[src/rtl/lpc_tgt_pkg.sv]
package lpc_tgt_pkg;

  typedef enum logic [3:0] {
    ST_IDLE, ST_CTYPE, ST_ADDR, ST_WLO, ST_WHI,
    ST_HTAR1, ST_HTAR2, ST_SYNC, ST_RLO, ST_RHI, ST_TTAR
  } lpc_state_e;

  localparam logic [3:0] NIB_START     = 4'b0000;
  localparam logic [3:0] NIB_SYNC_WAIT = 4'b0101;
  localparam logic [3:0] NIB_SYNC_OK   = 4'b0000;
  localparam logic [3:0] NIB_TAR       = 4'b1111;
  localparam logic [2:0] TYPE_MEM_RD   = 3'b010;
  localparam logic [2:0] TYPE_MEM_WR   = 3'b011;
  localparam int         ADDR_NIBS     = 8;

endpackage

[src/rtl/lpc_frame_fsm.sv]
module lpc_frame_fsm
  import lpc_tgt_pkg::*;
#(
  parameter int ADDR_W  = 19,
  parameter int SEL_LSB = 19,
  parameter int SEL_W   = 3
) (
  input  logic              clk,
  input  logic              rst,
  input  logic              frame_n,
  input  logic [3:0]        lad_in,
  input  logic [SEL_W-1:0]  strap_id,
  input  logic              done,
  output lpc_state_e        state_o,
  output logic              is_write,
  output logic [ADDR_W-1:0] addr_o,
  output logic [7:0]        wdata_o,
  output logic              issue
);

  localparam int KEEP_W = SEL_LSB + SEL_W;
  localparam int CNT_W  = $clog2(ADDR_NIBS);
  localparam logic [CNT_W-1:0] CNT_LAST = CNT_W'(ADDR_NIBS - 1);

  lpc_state_e        state_q;
  logic              wr_q;
  logic [KEEP_W-5:0] shift_q;
  logic [CNT_W-1:0]  cnt_q;
  logic [ADDR_W-1:0] addr_q;
  logic [7:0]        wdata_q;
  logic              issue_q;
  logic [KEEP_W-1:0] full_addr;
  logic              sel_hit;

  // Only the bits up to the device-select field are kept; higher nibbles drop off.
  always_comb begin
    full_addr = {shift_q, lad_in};
    sel_hit   = (full_addr[SEL_LSB +: SEL_W] == ~strap_id);
  end

  always_ff @(posedge clk) begin
    if (rst) begin
      state_q <= ST_IDLE;
      wr_q    <= 1'b0;
      shift_q <= '0;
      cnt_q   <= '0;
      addr_q  <= '0;
      wdata_q <= '0;
      issue_q <= 1'b0;
    end else begin
      issue_q <= 1'b0;
      if (!frame_n) begin
        // Frame low: abort anything in flight; a start nibble opens a new cycle.
        state_q <= (lad_in == NIB_START) ? ST_CTYPE : ST_IDLE;
      end else begin
        case (state_q)
          ST_CTYPE: begin
            cnt_q <= '0;
            if (lad_in[3:1] == TYPE_MEM_RD) begin
              wr_q    <= 1'b0;
              state_q <= ST_ADDR;
            end else if (lad_in[3:1] == TYPE_MEM_WR) begin
              wr_q    <= 1'b1;
              state_q <= ST_ADDR;
            end else begin
              state_q <= ST_IDLE;
            end
          end
          ST_ADDR: begin
            shift_q <= full_addr[KEEP_W-5:0];
            cnt_q   <= cnt_q + CNT_W'(1);
            if (cnt_q == CNT_LAST) begin
              if (!sel_hit) begin
                state_q <= ST_IDLE;
              end else begin
                addr_q <= full_addr[ADDR_W-1:0];
                if (wr_q) begin
                  state_q <= ST_WLO;
                end else begin
                  state_q <= ST_HTAR1;
                  issue_q <= 1'b1;
                end
              end
            end
          end
          ST_WLO: begin
            wdata_q[3:0] <= lad_in;
            state_q      <= ST_WHI;
          end
          ST_WHI: begin
            wdata_q[7:4] <= lad_in;
            state_q      <= ST_HTAR1;
            issue_q      <= 1'b1;
          end
          ST_HTAR1: state_q <= ST_HTAR2;
          ST_HTAR2: state_q <= ST_SYNC;
          ST_SYNC: begin
            if (done) state_q <= wr_q ? ST_TTAR : ST_RLO;
          end
          ST_RLO:  state_q <= ST_RHI;
          ST_RHI:  state_q <= ST_TTAR;
          ST_TTAR: state_q <= ST_IDLE;
          default: state_q <= ST_IDLE;
        endcase
      end
    end
  end

  assign state_o  = state_q;
  assign is_write = wr_q;
  assign addr_o   = addr_q;
  assign wdata_o  = wdata_q;
  assign issue    = issue_q;

endmodule

[src/rtl/lpc_mem_port.sv]
module lpc_mem_port (
  input  logic       clk,
  input  logic       rst,
  input  logic       issue,
  input  logic       is_write,
  input  logic       cyc_clear,
  input  logic       mem_ready,
  input  logic [7:0] mem_rdata,
  output logic       mem_rd,
  output logic       mem_wr,
  output logic       done,
  output logic [7:0] rdata
);

  logic       pend_q;
  logic       done_q;
  logic [7:0] rdata_q;
  logic       take;

  assign mem_rd = issue & ~is_write;
  assign mem_wr = issue & is_write;

  // A response is taken for the current request only, once.
  assign take = !cyc_clear && !done_q && (issue || pend_q) && mem_ready;

  always_ff @(posedge clk) begin
    if (rst || cyc_clear) begin
      pend_q <= 1'b0;
      done_q <= 1'b0;
    end else if (take) begin
      pend_q <= 1'b0;
      done_q <= 1'b1;
    end else if (issue) begin
      pend_q <= 1'b1;
    end
  end

  always_ff @(posedge clk) begin
    if (rst) rdata_q <= '0;
    else if (take && !is_write) rdata_q <= mem_rdata;
  end

  assign done  = done_q;
  assign rdata = rdata_q;

endmodule

[src/rtl/lpc_lad_driver.sv]
module lpc_lad_driver
  import lpc_tgt_pkg::*;
(
  input  lpc_state_e state,
  input  logic       done,
  input  logic [7:0] rdata,
  output logic [3:0] lad_out,
  output logic       lad_oe
);

  // Decoded from registers only, so the pins change right after the clock edge.
  always_comb begin
    lad_oe  = 1'b1;
    lad_out = NIB_TAR;
    case (state)
      ST_SYNC: lad_out = done ? NIB_SYNC_OK : NIB_SYNC_WAIT;
      ST_RLO:  lad_out = rdata[3:0];
      ST_RHI:  lad_out = rdata[7:4];
      ST_TTAR: lad_out = NIB_TAR;
      default: lad_oe  = 1'b0;
    endcase
  end

endmodule

[src/rtl/lpc_mem_target.sv]
module lpc_mem_target
  import lpc_tgt_pkg::*;
#(
  parameter int ADDR_W  = 19,
  parameter int SEL_LSB = 19,
  parameter int SEL_W   = 3
) (
  input  logic              clk,
  input  logic              iface_rst_n,
  input  logic              cpu_rst_n,
  input  logic              frame_n,
  input  logic [3:0]        lad_in,
  output logic [3:0]        lad_out,
  output logic              lad_oe,
  input  logic [SEL_W-1:0]  strap_id,
  output logic [ADDR_W-1:0] mem_addr,
  output logic [7:0]        mem_wdata,
  output logic              mem_wr,
  output logic              mem_rd,
  input  logic [7:0]        mem_rdata,
  input  logic              mem_ready
);

  logic       rst;
  lpc_state_e state;
  logic       is_write;
  logic       issue;
  logic       done;
  logic [7:0] rdata;
  logic       cyc_clear;

  assign rst       = ~(iface_rst_n & cpu_rst_n);
  assign cyc_clear = (state == ST_IDLE) || (state == ST_CTYPE);

  lpc_frame_fsm #(
    .ADDR_W (ADDR_W),
    .SEL_LSB(SEL_LSB),
    .SEL_W  (SEL_W)
  ) u_fsm (
    .clk     (clk),
    .rst     (rst),
    .frame_n (frame_n),
    .lad_in  (lad_in),
    .strap_id(strap_id),
    .done    (done),
    .state_o (state),
    .is_write(is_write),
    .addr_o  (mem_addr),
    .wdata_o (mem_wdata),
    .issue   (issue)
  );

  lpc_mem_port u_port (
    .clk      (clk),
    .rst      (rst),
    .issue    (issue),
    .is_write (is_write),
    .cyc_clear(cyc_clear),
    .mem_ready(mem_ready),
    .mem_rdata(mem_rdata),
    .mem_rd   (mem_rd),
    .mem_wr   (mem_wr),
    .done     (done),
    .rdata    (rdata)
  );

  lpc_lad_driver u_drv (
    .state  (state),
    .done   (done),
    .rdata  (rdata),
    .lad_out(lad_out),
    .lad_oe (lad_oe)
  );

endmodule

[config.mk]
export PLATFORM = sky130hd
export DESIGN_NAME = lpc_mem_target
export DESIGN_NICKNAME = d
export VERILOG_FILES = /design/src/rtl/lpc_tgt_pkg.sv /design/src/rtl/lpc_frame_fsm.sv /design/src/rtl/lpc_mem_port.sv /design/src/rtl/lpc_lad_driver.sv /design/src/rtl/lpc_mem_target.sv
export SDC_FILE = /design/constraint.sdc
export NUM_CORES = 1
export LEC_CHECK = 0
export ABC_CLOCK_PERIOD_IN_PS = 2300
export BUFFER_PORTS_ARGS = -buffer_cell sky130_fd_sc_hd__buf_2
export CORE_ASPECT_RATIO = 1.2
export CORE_UTILIZATION = 25
export CTS_BUF_LIST = sky130_fd_sc_hd__clkbuf_4
export CTS_CLUSTER_SIZE = 25
export DETAILED_ROUTE_END_ITERATION = 8
export GPL_ROUTABILITY_DRIVEN = 1
export PLACE_DENSITY_LB_ADDON = 0.15
export SYNTH_ARGS = -nofsm -noshare
export SYNTH_HDL_FRONTEND = slang
export SYNTH_SLANG_ARGS = --single-unit
[constraint.sdc]
create_clock -name clk -period 2.3 [get_ports clk]
set_clock_uncertainty 0.1 [all_clocks]
set_input_delay 0.575 -clock clk [delete_from_list [all_inputs] [get_ports clk]]
set_output_delay 0.575 -clock clk [all_outputs]
set_load 0.02 [all_outputs]
## After elaboration in Yosys (flattened, before gate mapping)

Cells that the tools add are included.

- Add/sub/neg operators: 1
- Eq/ne operators: 16
- Muxes and demuxes: 20
- Bitwise gates (word level): 6
- Reduce and logical (&&, ||, !) cells: 24

Operator list:

| operator | count |
|---|---|
| 4-bit one-hot mux with 9 select lines | 1 |
| 4-bit by 3-bit equality test with 1-bit output, second input constant | 4 |
| 4-bit 2-to-1 mux | 4 |
| 4-bit equality test, second input constant | 3 |
| 4-bit one-hot mux with 3 select lines | 1 |
| 2-bit AND reduction | 6 |
| 3-bit 2-to-1 mux | 3 |
| 4-bit by 2-bit equality test with 1-bit output, second input constant | 2 |
| 4-bit zero test | 2 |
| 1-bit 2-to-1 mux | 7 |
| 3-bit by 2-bit equality test with 1-bit output, second input constant | 2 |
| 3-bit one-hot mux with 2 select lines | 1 |
| 4-bit by 1-bit equality test with 1-bit output, second input constant | 1 |
| 1-bit logical AND | 4 |
| 2-bit 2-to-1 mux | 2 |
| 4-bit AND reduction | 1 |
| 2-bit nonzero test | 2 |
| 4-bit OR reduction | 1 |
| 3-bit by 1-bit adder with 3-bit output, second input constant | 1 |
| 1-bit AND | 3 |
| 3-bit equality test | 1 |
| 3-bit equality test, second input constant | 1 |
| 1-bit zero test | 3 |
| 1-bit logical OR | 3 |
| 7 further kinds | 8 |

- Bits in registers: 64
- Bits of input ports: 20
- Output and inout port bits: 34
- Word-level logic and storage cells: 78

## Logic depth before layout (Yosys ltp)

- Depth after elaboration: 7
- Gate-level depth with buffers: 7
- Depth with buffers taken out: 6

## Hierarchy

A second synthesis with hierarchy kept.

- Cell total of the unflattened synthesis: 324
- Area total of the unflattened synthesis: 2,966.6 um^2

Modules (own cells, without submodules):

| module | times used | cells each | area each (um^2) | sequential area each (um^2) |
|---|---|---|---|---|
| lpc_frame_fsm | 1 | 264 | 2,376.0 | 1,081.0 |
| lpc_mem_port | 1 | 44 | 460.4 | 200.2 |
| lpc_lad_driver | 1 | 14 | 116.4 | 0.0 |
| lpc_mem_target | 1 | 2 | 13.8 | 0.0 |

## Least setup slack after synthesis

No wires, ideal clock.

- Kind: reg-to-output
- Start point: register u_fsm.state_q[2] (netlist: u_fsm.state_o[2])
- End point: output port lad_out[0]
- Data arrival time: 1.390 ns
- Data required time: 1.625 ns
- Slack: 0.235 ns
- Cell stages (with the launch flop): 7
- Path buffers: 2
- Path through: dfxtp_1 > buf_2 > or3b_2 > clkbuf_1 > nand2b_1 > nor2_1 > a21oi_1

- Word-level cells in the longest chain between the ends: 2
- Elaborated cells between the ends (all ways): 4
- Those cells by class: eq/ne (3); mux (1)

Ends and longest elaborated chain:

| item | line | text |
|---|---|---|
| from (decl) | lpc_frame_fsm.sv:25 | `lpc_state_e state_q;` |
| from (signal assigned) | lpc_frame_fsm.sv:54 | `state_q <= (lad_in == NIB_START) ? ST_CTYPE : ST_IDLE;` |
| from (signal assigned) | lpc_frame_fsm.sv:98 | `if (done) state_q <= wr_q ? ST_TTAR : ST_RLO;` |
| 4-bit equality test or 4-bit by 3-bit equality test with 1-bit output (tied branches) | lpc_lad_driver.sv:15 | `case (state)` |
| 4-bit one-hot mux with 3 select lines * | lpc_lad_driver.sv:15 |  |
| to (decl) | lpc_mem_target.sv:13 | `output logic [3:0] lad_out,` |

Every way passes the cells marked *; elsewhere a longest branch is shown, timed or not.

## Final worst setup path

- Start point: register u_fsm.state_q[2] (netlist: u_fsm.state_o[2])
- End point: output port lad_out[3]

The elaborated chain is that of the path after synthesis.

==> flow_metrics.env <==
export IMPL_hp_class="input port to flop"
export IMPL_max_slew_worst_pin_slew_ns=0.525
export IMPL_syn_inst=335
export IMPL_fmax_mhz=428
export IMPL_holdPathStages=3
export IMPL_drv_cap=0
export IMPL_synth_simple_gate_area_share_pct=23.6
export IMPL_yosys_warnings=0
export IMPL_ys_top_cells_by_count="64 x dfxtp_1, 45 x a21oi_1, 45 x nand2_1"
export IMPL_gp_congestion=0.767
export IMPL_clk_pin_slew_ns=0.12
export IMPL_dr_first_iter_drc_count=102
export IMPL_final_min_clock_period_ns=2.34
export IMPL_fin_tns_setup_ns=-0.0938
export IMPL_cts_root_buf="clkbuf_4"
export IMPL_drc=2
export IMPL_synth_ff_type="dfxtp_1"
export IMPL_wl_per_cell_um=14.0
export IMPL_antenna_found_initial=0
export IMPL_vias=2528
export IMPL_initial_core_util_pct=26.0
export IMPL_rsz0062_at_grt="true"
export IMPL_critPathMaxFanout=6
export IMPL_postRouteAntennaNets=0
export IMPL_clock_latency_ns=0.42
export IMPL_synth_adder_area_share_pct=0.906
export IMPL_dr_pass1_iters=8
export IMPL_num_nets_final=419
export IMPL_use_met1_pct=16.4
export IMPL_setup_violations_final=4
export IMPL_pin_count=54
export IMPL_syn2layout_area_growth_pct=26.2
export IMPL_routed_wl_um=7440
export IMPL_cts_tree="yes"
export IMPL_synthArstFlopShare_pct=0
export IMPL_hp_start="mem_rdata[6]"
export IMPL_p_per_area_nw_per_um2=596
export IMPL_cts_sinks=64
export IMPL_dp_hpwl_um=5100
export IMPL_ys_seq_area_share_pct=46.4
export IMPL_hold_end="u_port.rdata[6]"
export IMPL_synth_top_family_by_area="simple AND/OR/NAND/NOR gates"
export IMPL_violations="design-rule violations, negative setup slack"
export IMPL_required_ns=1.62
export IMPL_netlist_area_um2=2760
export IMPL_overflow=0
export IMPL_detailedPlace_worstSlack_ns=0.214
export IMPL_rows=41
export IMPL_power_w=0.00208
export IMPL_status="complete, but fails checks"
export IMPL_p_leak_nw=1.41
export IMPL_synth_compound_area_share_pct=17.9
export IMPL_cts_max_level=3
export IMPL_reg2reg_to="u_port.rdata[3]"
export IMPL_finalCritPeriodShare_pct=102
export IMPL_n_antenna_cell=0
export IMPL_synth_edf_count=0
export IMPL_cts_hold_buf=0
export IMPL_core_area_um2=10600
export IMPL_yosysMostFrequentCell="dfxtp_1"
export IMPL_reg2reg_slack_ns=0.32
export IMPL_final_max_slew_viol_count=0
export IMPL_portBuffers=53
export IMPL_crit_path_end_kind="output pin"
export IMPL_grtUsageTotal_pct=13.5
export IMPL_dieArea_um2=11500
export IMPL_avgSynthCellArea_um2=8.25
export IMPL_start_kind="flop"
export IMPL_synthXorXnorAreaFrac_pct=0.951
export IMPL_final_layout_size_suffix_gt1_share_pct=25.9
export IMPL_grt_busiest_layer="met2"
export IMPL_path_class="flop to output pin"
export IMPL_cts_buffers=9
export IMPL_yosys_top_cells_area="dfxtp_1 46%, a21oi_1 8.2%, mux2i_1 6.2%, nand2_1 6.1%, o21ai_0 4.9%"
export IMPL_grt_use_met2_pct=22.4
export IMPL_whs_ns=0.277
export IMPL_ys_ff_latch=64
export IMPL_post_drt_via_cell_ratio=4.76
export IMPL_synthesis_nets=357
export IMPL_setup_slack_ns=-0.0359
export IMPL_synthMuxAreaShare_pct=6.16
export IMPL_reg2regPathDepth=6
export IMPL_die_h_um=117
export IMPL_r2r_start="u_fsm.state_o[2]"
export IMPL_grt_start_max_net_pins=26
export IMPL_synth_largest_area_cell="dfxtp_1"
export IMPL_slew_headroom_pct=64.6
export IMPL_grt_pass1_wl_um=12000
export IMPL_die_x_um=98.0
export IMPL_grt_pass1_vias=2380
export IMPL_met3_usage_pct=3.92
export IMPL_ir_worst_vdd_mv=0.243
export IMPL_arrival_ns=1.66
export IMPL_synth_distinct_cells=42
export IMPL_hold_viol=0
export IMPL_netlist_area_leader_share_pct=46.4
export IMPL_ctsLongestPathBuffers=2
[metal layers]
layer	up-vias	part of all wire (%)
met4	0	2.1
met3	14	4.6
met1	1159	45
li1	1298	-
met5	-	0
met2	57	48
[worst max path at each step]
stage,end,startpoint
finish,lad_out[3],u_fsm.state_o[2]
global route,lad_out[2],u_fsm.state_o[2]
CTS,lad_out[3],u_fsm.state_o[1]
detailed placement,lad_out[3],u_fsm.state_o[3]
global placement,lad_out[2],u_fsm.state_o[1]
floorplan,lad_out[0],u_fsm.state_o[2]
[cell usage in the layout, fill, tap and decap left out, types with 4 or more instances in the layout]
cell      netlist  routed
nor2_1         30      27
a21oi_1        45      45
nor2_2          1       4
nand3_1        26      26
dfxtp_1        64      60
a31oi_1         4       4
nand2_1        45      44
nor2b_1        10       9
buf_2           2      50
clkbuf_4        1       9
o21ai_0        27      27
mux2i_1        17      17
nor3_1          4       4
buf_4           1      19
[area by class of cell]
cell class / count / area, µm²
inverters: 3 / 11.3
repair buffers: 73 / 464
well taps: 129 / 161
clock buffers: 9 / 67.6
fillers: 1172 / 7130
clock inverters: 7 / 95.1
flip-flops and latches: 64 / 1290
multi-input cells: 246 / 1400
[critical path: stages (launching register included)]
cell      delay (ns)
dfxtp_2         0.34
or3b_4          0.42
nand2b_4        0.19
nor2_1          0.09
a21oi_1         0.05
buf_2           0.16
[sequential cells by signal, indices dropped and copies added (netlist names)]
signal	count
u_port.pend_q	1
u_fsm.wdata_o	8
u_fsm.is_write	1
u_port.done	1
u_fsm.addr_o	19
u_port.rdata	8
u_fsm.cnt_q	3
u_fsm.state_o	4
u_fsm.shift_q	18
u_fsm.issue	1
[kinds of logic (layout without fill, tap and decap cells)]
logic type | count (synthesis) | after routing
fa+ha+maj | 2 | 2
buf+inv | 25 | 92
flops | 64 | 64
compound gates | 89 | 89
xor+xnor | 3 | 3
mux | 17 | 17
simple gates | 135 | 135
[power by group]
group	switching, W	internal [W]	total, W	leakage, nW
combinational	0.0000548	0.0000306	0.0000854	0.811
sequential	0.00000223	0.00111	0.00111	0.518
clock	0.000439	0.000442	0.000881	0.0863
[through the flow]
step | cell area (µm²) | utilization [%] | std cells
6_report | 3490 | 32.8 | 531
5_1_grt | 3490 | 32.8 | 531
4_1_cts | 3440 | 32.4 | 529
3_5_place_dp | 3240 | 30.5 | 511
3_3_place_gp | 3240 | 30.5 | 511
2_1_floorplan | 2760 | - | 335
[timing repair]
item,in CTS,in global routing
setup buffers,2,2
gates resized for setup,9,11
pin swaps,0,1
endpoints found under the setup margin,5,5
Power figures use the tool's default switching activity.
